## src/rtl/pdl_pkg.sv

```systemverilog
package pdl_pkg;

    // Longest span a single segment covers: shift storage plus one flop.
    localparam int SEG_SPAN  = 33;
    localparam int SHIFT_MAX = SEG_SPAN - 1;

    // Control applied to every stage in the same cycle.
    typedef struct packed {
        logic clr;   // synchronous clear, wins over advance
        logic adv;   // shift one position
    } stage_ctl_t;

    function automatic int seg_count(input int lat);
        return (lat + SEG_SPAN - 1) / SEG_SPAN;
    endfunction

    // Span of segment idx, filling from the input side.
    function automatic int seg_span(input int lat, input int idx);
        int rem;
        rem = lat - idx * SEG_SPAN;
        return (rem > SEG_SPAN) ? SEG_SPAN : rem;
    endfunction

    // Read address of the shift stage: its delay minus one.
    function automatic int seg_tap(input int span);
        return span - 2;
    endfunction

endpackage

```

## src/rtl/pdl_shift_stage.sv

```systemverilog
module pdl_shift_stage
    import pdl_pkg::*;
#(
    parameter int WIDTH = 16,
    parameter int DEPTH = 32
) (
    input  logic                          clk,
    input  stage_ctl_t                    ctl,
    input  logic [WIDTH-1:0]              d,
    input  logic [(DEPTH>1 ? $clog2(DEPTH) : 1)-1:0] tap,
    output logic [WIDTH-1:0]              q
);
    logic [WIDTH-1:0] cells [DEPTH] = '{default: '0};

    always_ff @(posedge clk) begin
        if (ctl.clr) begin
            for (int i = 0; i < DEPTH; i++) cells[i] <= '0;
        end else if (ctl.adv) begin
            cells[0] <= d;
            for (int i = 1; i < DEPTH; i++) cells[i] <= cells[i-1];
        end
    end

    // Addressed read: delay through this stage is tap + 1.
    assign q = cells[tap];

endmodule

```

## src/rtl/pdl_segment.sv

```systemverilog
module pdl_segment
    import pdl_pkg::*;
#(
    parameter int WIDTH = 16,
    parameter int SPAN  = SEG_SPAN
) (
    input  logic             clk,
    input  stage_ctl_t       ctl,
    input  logic [WIDTH-1:0] d,
    output logic [WIDTH-1:0] q
);
    localparam int SHIFT_DLY = SPAN - 1;
    localparam int TAP       = (SHIFT_DLY > 0) ? seg_tap(SPAN) : 0;
    localparam int AW        = (SHIFT_DLY > 1) ? $clog2(SHIFT_DLY) : 1;

    logic [WIDTH-1:0] to_flop;
    logic [WIDTH-1:0] out_q = '0;

    generate
        if (SHIFT_DLY > 0) begin : g_shift
            localparam logic [AW-1:0] TAP_ADDR = AW'(TAP);
            pdl_shift_stage #(
                .WIDTH (WIDTH),
                .DEPTH (SHIFT_DLY)
            ) u_shift (
                .clk (clk),
                .ctl (ctl),
                .d   (d),
                .tap (TAP_ADDR),
                .q   (to_flop)
            );
        end else begin : g_direct
            assign to_flop = d;
        end
    endgenerate

    // Terminating register of the segment.
    always_ff @(posedge clk) begin
        if (ctl.clr)      out_q <= '0;
        else if (ctl.adv) out_q <= to_flop;
    end

    assign q = out_q;

endmodule

```

## src/rtl/pdl_delay_line.sv

```systemverilog
module pdl_delay_line
    import pdl_pkg::*;
#(
    parameter int WIDTH   = 16,
    parameter int LATENCY = 64,
    parameter bit HAS_RST = 1'b1,
    parameter bit HAS_EN  = 1'b1
) (
    input  logic             clk,
    input  logic             rst,
    input  logic             en,
    input  logic [WIDTH-1:0] din,
    output logic [WIDTH-1:0] dout
);
    localparam int NSEG = seg_count(LATENCY);

    stage_ctl_t ctl;
    assign ctl.clr = rst & HAS_RST;
    assign ctl.adv = en | ~HAS_EN;

    generate
        if (LATENCY < 0) begin : g_bad_neg
            $error("pdl_delay_line: LATENCY must be non-negative");
        end
        if (LATENCY == 0) begin : g_wire
            if (HAS_EN) begin : g_bad_en
                $error("pdl_delay_line: zero latency cannot have an enable");
            end
            assign dout = din;
        end else begin : g_chain
            logic [WIDTH-1:0] link [NSEG+1];
            assign link[0] = din;
            for (genvar g = 0; g < NSEG; g++) begin : g_seg
                pdl_segment #(
                    .WIDTH (WIDTH),
                    .SPAN  (seg_span(LATENCY, g))
                ) u_seg (
                    .clk (clk),
                    .ctl (ctl),
                    .d   (link[g]),
                    .q   (link[g+1])
                );
            end
            assign dout = link[NSEG];
        end
    endgenerate

endmodule

```

## config.mk

```make
export PLATFORM = sky130hd
export DESIGN_NAME = pdl_delay_line
export DESIGN_NICKNAME = d
export VERILOG_FILES = /design/src/rtl/pdl_pkg.sv /design/src/rtl/pdl_shift_stage.sv /design/src/rtl/pdl_segment.sv /design/src/rtl/pdl_delay_line.sv
export SDC_FILE = /design/constraint.sdc
export NUM_CORES = 1
export LEC_CHECK = 0
export BUFFER_PORTS_ARGS = -buffer_cell sky130_fd_sc_hd__clkbuf_2
export CAP_MARGIN = 40
export CORE_MARGIN = 2
export CORE_UTILIZATION = 50
export CTS_BUF_LIST = sky130_fd_sc_hd__clkbuf_4 sky130_fd_sc_hd__clkbuf_8
export DETAILED_ROUTE_END_ITERATION = 6
export PLACE_DENSITY = 0.77
export SLEW_MARGIN = 20
export SYNTH_ARGS = -nofsm -noshare
export SYNTH_HDL_FRONTEND = slang
export SYNTH_SLANG_ARGS = --single-unit
```

## constraint.sdc

```tcl
create_clock -name clk -period 42.8 [get_ports clk]
set_input_delay 8.56 -clock clk [delete_from_list [all_inputs] [get_ports clk]]
set_output_delay 8.56 -clock clk [all_outputs]
set_load 0.05 [all_outputs]
```

### Yosys cells after proc, flatten, opt, wreduce, memory -nomap -nowiden

Memories as Yosys holds them, arrays and structs flattened. A register that Yosys moved wholly into a read port is not among the register bits.
Index checks and enable logic that the tools add are counted.

| word-level totals | value |
|---|---|
| output and inout bits | 16 |
| logic and storage cells | 131 |
| bits of input ports | 19 |
| bits in registers | 0 |
| memory bits (writable) | 992 |
| memories kept | 2 |

Memory list:

| name | words | width | read ports | clocked after Yosys merged registers in | wr ports | RTL line | RTL |
|---|---|---|---|---|---|---|---|
| g_chain.g_seg[0].u_seg.g_shift.u_shift.cells | 32 | 16 | 32 | 1 | 32 | pdl_shift_stage.sv:13 | `logic [WIDTH-1:0] cells [DEPTH] = '{default: '0};` |
| g_chain.g_seg[1].u_seg.g_shift.u_shift.cells | 30 | 16 | 30 | 1 | 30 | pdl_shift_stage.sv:13 |  |

| cells by class | value |
|---|---|
| bitwise operators | 62 |
| muxes and demuxes | 67 |

Operators by type and width:

| operator | number |
|---|---|
| $mux W16 | 62 |
| $or A1 B1 Y1 | 62 |
| $mux W1 | 5 |

### Depth between registers and ports, before layout

| logic depth | value |
|---|---|
| word-level depth | 4 |
| gate-level depth with buffers | 6 |
| mapped depth without buffers | 2 |

### By module

From an unflattened synthesis, not the netlist that was laid out.

| unflattened totals | value |
|---|---|
| cells, all modules | 3215 |
| area total of the unflattened synthesis | 46499.6 sq um |

By module, submodules not included:

| module | area each (sq um) | seq. area each (sq um) | times used | cells an instance |
|---|---|---|---|---|
| pdl_shift_stage at g_chain.g_seg[0].u_seg.g_shift.u_shift | 23440.0 | 15374.7 | 1 | 1652 |
| pdl_shift_stage at g_chain.g_seg[1].u_seg.g_shift.u_shift | 21887.2 | 14413.8 | 1 | 1456 |
| pdl_segment at g_chain.g_seg[1].u_seg | 588.1 | 320.3 | 1 | 54 |
| pdl_segment at g_chain.g_seg[0].u_seg | 584.3 | 320.3 | 1 | 53 |

### Worst setup path before layout

OpenSTA, ideal clock, no wires.

| timing | value |
|---|---|
| path type | input port to flip-flop |
| from | input port rst |
| to | memory g_chain.g_seg[0].u_seg.g_shift.u_shift.cells[0][0], enable pin |
| path slack | 21.055 ns |
| library setup time | 0.959 ns |
| stages on the path | 3 |
| arrival time | 20.786 ns |
| required time | 41.841 ns |
| path buffers | 2 |
| cells stage by stage | buf_2 > clkbuf_1 > or2_2 |

RTL lines:

| item | RTL line | RTL |
|---|---|---|
| start, declared | pdl_delay_line.sv:10 | `input logic rst,` |
| end, declared | pdl_shift_stage.sv:13 |  |

==> results.yml <==
routing:
  detail_route.drc_violations: 0
  wl_um: 48600
  postRouteAntennaNets: 0
  drt_iter0_markers: 1277
  routedWlPerCell_um: 14.3
  vias: 16300
  vias_per_cell: 4.81
  firstDrtPassIters: 5
die:
  coreArea_mm2: 0.0746
  chipWidth_um: 279
  ioPinCount: 35
  initial_core_util: 0.505
  die-height_um: 279
  rows: 100
  dieArea_mm2: 0.0776
grt:
  grt_pass1_vias: 16500
  antenna_found_initial: 1
  grt_pass1_wl_um: 80200
  track_usage: 0.126
  overflow: 0
  grt_max_degree: 208
power:
  peakVddDrop_uv: 32.0
  leakage_nw: 16.1
  power.density_mw_per_mm2: 48.3
  total_power_mw: 2.03
layout:
  final_cells: 3391
  final_common_cell: "edfxtp_1"
  finalInstanceArea_mm2: 0.0421
  layout_common_cells: "edfxtp_1, and2_1, nor2b_1"
  nNetsFinal: 2323
  n_antenna_cell: 0
  fillCellCount: 5390
  layout-area-overhead-vs-synth_pct: 11.6
  drive_gt1_frac: 0.131
placement:
  place_congestion: 0.688
  dpl.cell_count: 3115
  io_buffers: 34
  dp_hpwl_um: 23800
  postPlaceCellArea_mm2: 0.0390
timing:
  tns_ns: 0
  whs_ns: 0.488
  setup_violations: 0
  max_slew_margin: 0.231
  fmax_ghz: 0.0753
  rsz0062_at_grt: "no"
  finalCriticalPeriod_ns: 13.29
  fin_crit_sh: 0.310
  skew_ns: 0.0324
  worst_pin_slew_ns: 1.15
  hold_violations: 0
  maxSlewViolCount: 0
clocking:
  cts_made_buffers: 153
  postCtsSetupBuffers: 0
  clock_latency_ns: 0.76
  cts.htree.levels: 4
  cts_root_buf: "clkbuf_8"
  post_cts_resized: 0
  clk_pin_slew_worst_paths_ns: 0.06
  clock_path_buffers: 3
  cts_num_sinks: 1024
  cts_hold_buf: 0
  cts_tree: "done"
logic_synthesis:
  synth_top_area_cell: "edfxtp_1"
  synthAdderAreaFrac: 0
  synth_top_area_frac: 0.791
  syn_avg_cell_area_um2: 17.1
  synth.net_count: 2219
  synth_compound_area_frac: 0
  synth_area_leaders: "edfxtp_1, and2_1, nor2b_1"
  syn_inst: 2200
  muxShareOfSynthArea: 0.00850
  yosysSeqAreaShare: 0.808
  netlist_area_mm2: 0.0377
  synth_top_family_by_area: "simple AND/OR/NAND/NOR gates"
  ys_types: 13
  synth-seq-cells: 1024
  synthXorXnorAreaFrac: 0
  yosys_warnings: 0
  synth-simple-area-share: 0.168
worst_setup_path:
  slowest_stage: "buf_4"
  crit_fanout: 150
  endpoint_kind: "register"
  crit_path_start_kind: "input port"
  worstPathArrival_ns: 13.72
  required_ns: 43.23
  crit_top_cell: "buf_4"
  path_class: "in2reg"
  worstPathCellList: "buf_8 -> or2_4 -> buf_4 -> buf_16 -> buf_4 -> buf_4 -> buf_16 -> buf_4 -> buf_4 -> buf_16"
  cpPeakStageDelay_ns: 0.69
flow_run:
  cap_viol_max_count: 0
status:
  status: "finished clean"
min_path:
  hold_class: "reg2reg"
==> final timing paths <==
path | from | to | slack, ns | cells past startpoint
setup / recovery | rst | register | 29.51 | 10
hold / removal | register | g_chain.g_seg[1].u_seg.q[7]$_SDFFE_PP0P_ | 0.49 | 2
setup reg to reg | register | register | 41.95 | 1
hold reg to reg | register | g_chain.g_seg[1].u_seg.q[7]$_SDFFE_PP0P_ | 0.49 | 2
==> cell usage after synthesis, drive strengths merged <==
| cell type | n |
|---|---|
| mux2i | 32 |
| or2 | 1 |
| nor2 | 32 |
| dfxtp | 32 |
| buf | 73 |
| and2 | 576 |
| edfxtp | 992 |
| nor2b | 417 |
| clkbuf | 45 |
==> per-stage QoR <==
step           utilization  setup slack (ns)
2_1_floorplan            -             21.06
3_3_place_gp         0.518             27.92
3_5_place_dp         0.522             28.67
4_1_cts              0.563             29.54
5_1_grt              0.564             29.11
6_report             0.564             29.51
==> power breakdown <==
part / switching, mW / internal, mW
registers: 0.0153 / 1.17
logic: 0.0437 / 0.0267
clock network: 0.362 / 0.413
==> registers in the layout (all words and copies together) (netlist names) <==
signal	count
g_chain.g_seg.u_seg.g_shift.u_shift.cells	992
g_chain.g_seg.u_seg.q	32
==> layer usage <==
layer  wire length [µm]  global-route usage
met2              23300               0.196
met1              22200               0.169
met4               1160              0.0533
met5                  0                   0
met3               1920              0.0327
==> cell families (layout without fill, tap and decap cells) <==
kind of cell           count (synthesis)  after routing
and+or+nand+nor                     1026           1026
DFF                                 1024           1024
buffers and inverters                118            340
muxes                                 32             32
==> critical path: cells and delay by family <==
family / cells / cell delay (ns)
simple gates: 1 / 0.57
buf+inv: 9 / 4.36
==> area by class of cell <==
class,instances,area (µm²),share of cell area
clock inverters,48,335,0.00797
clock buffers,225,2690,0.0640
flip-flops and latches,1024,30400,0.723
multi-input cells,1058,6670,0.159
well taps,969,1210,0.0288
repair buffers,67,726,0.0173
(Power assumes the default switching activity.)
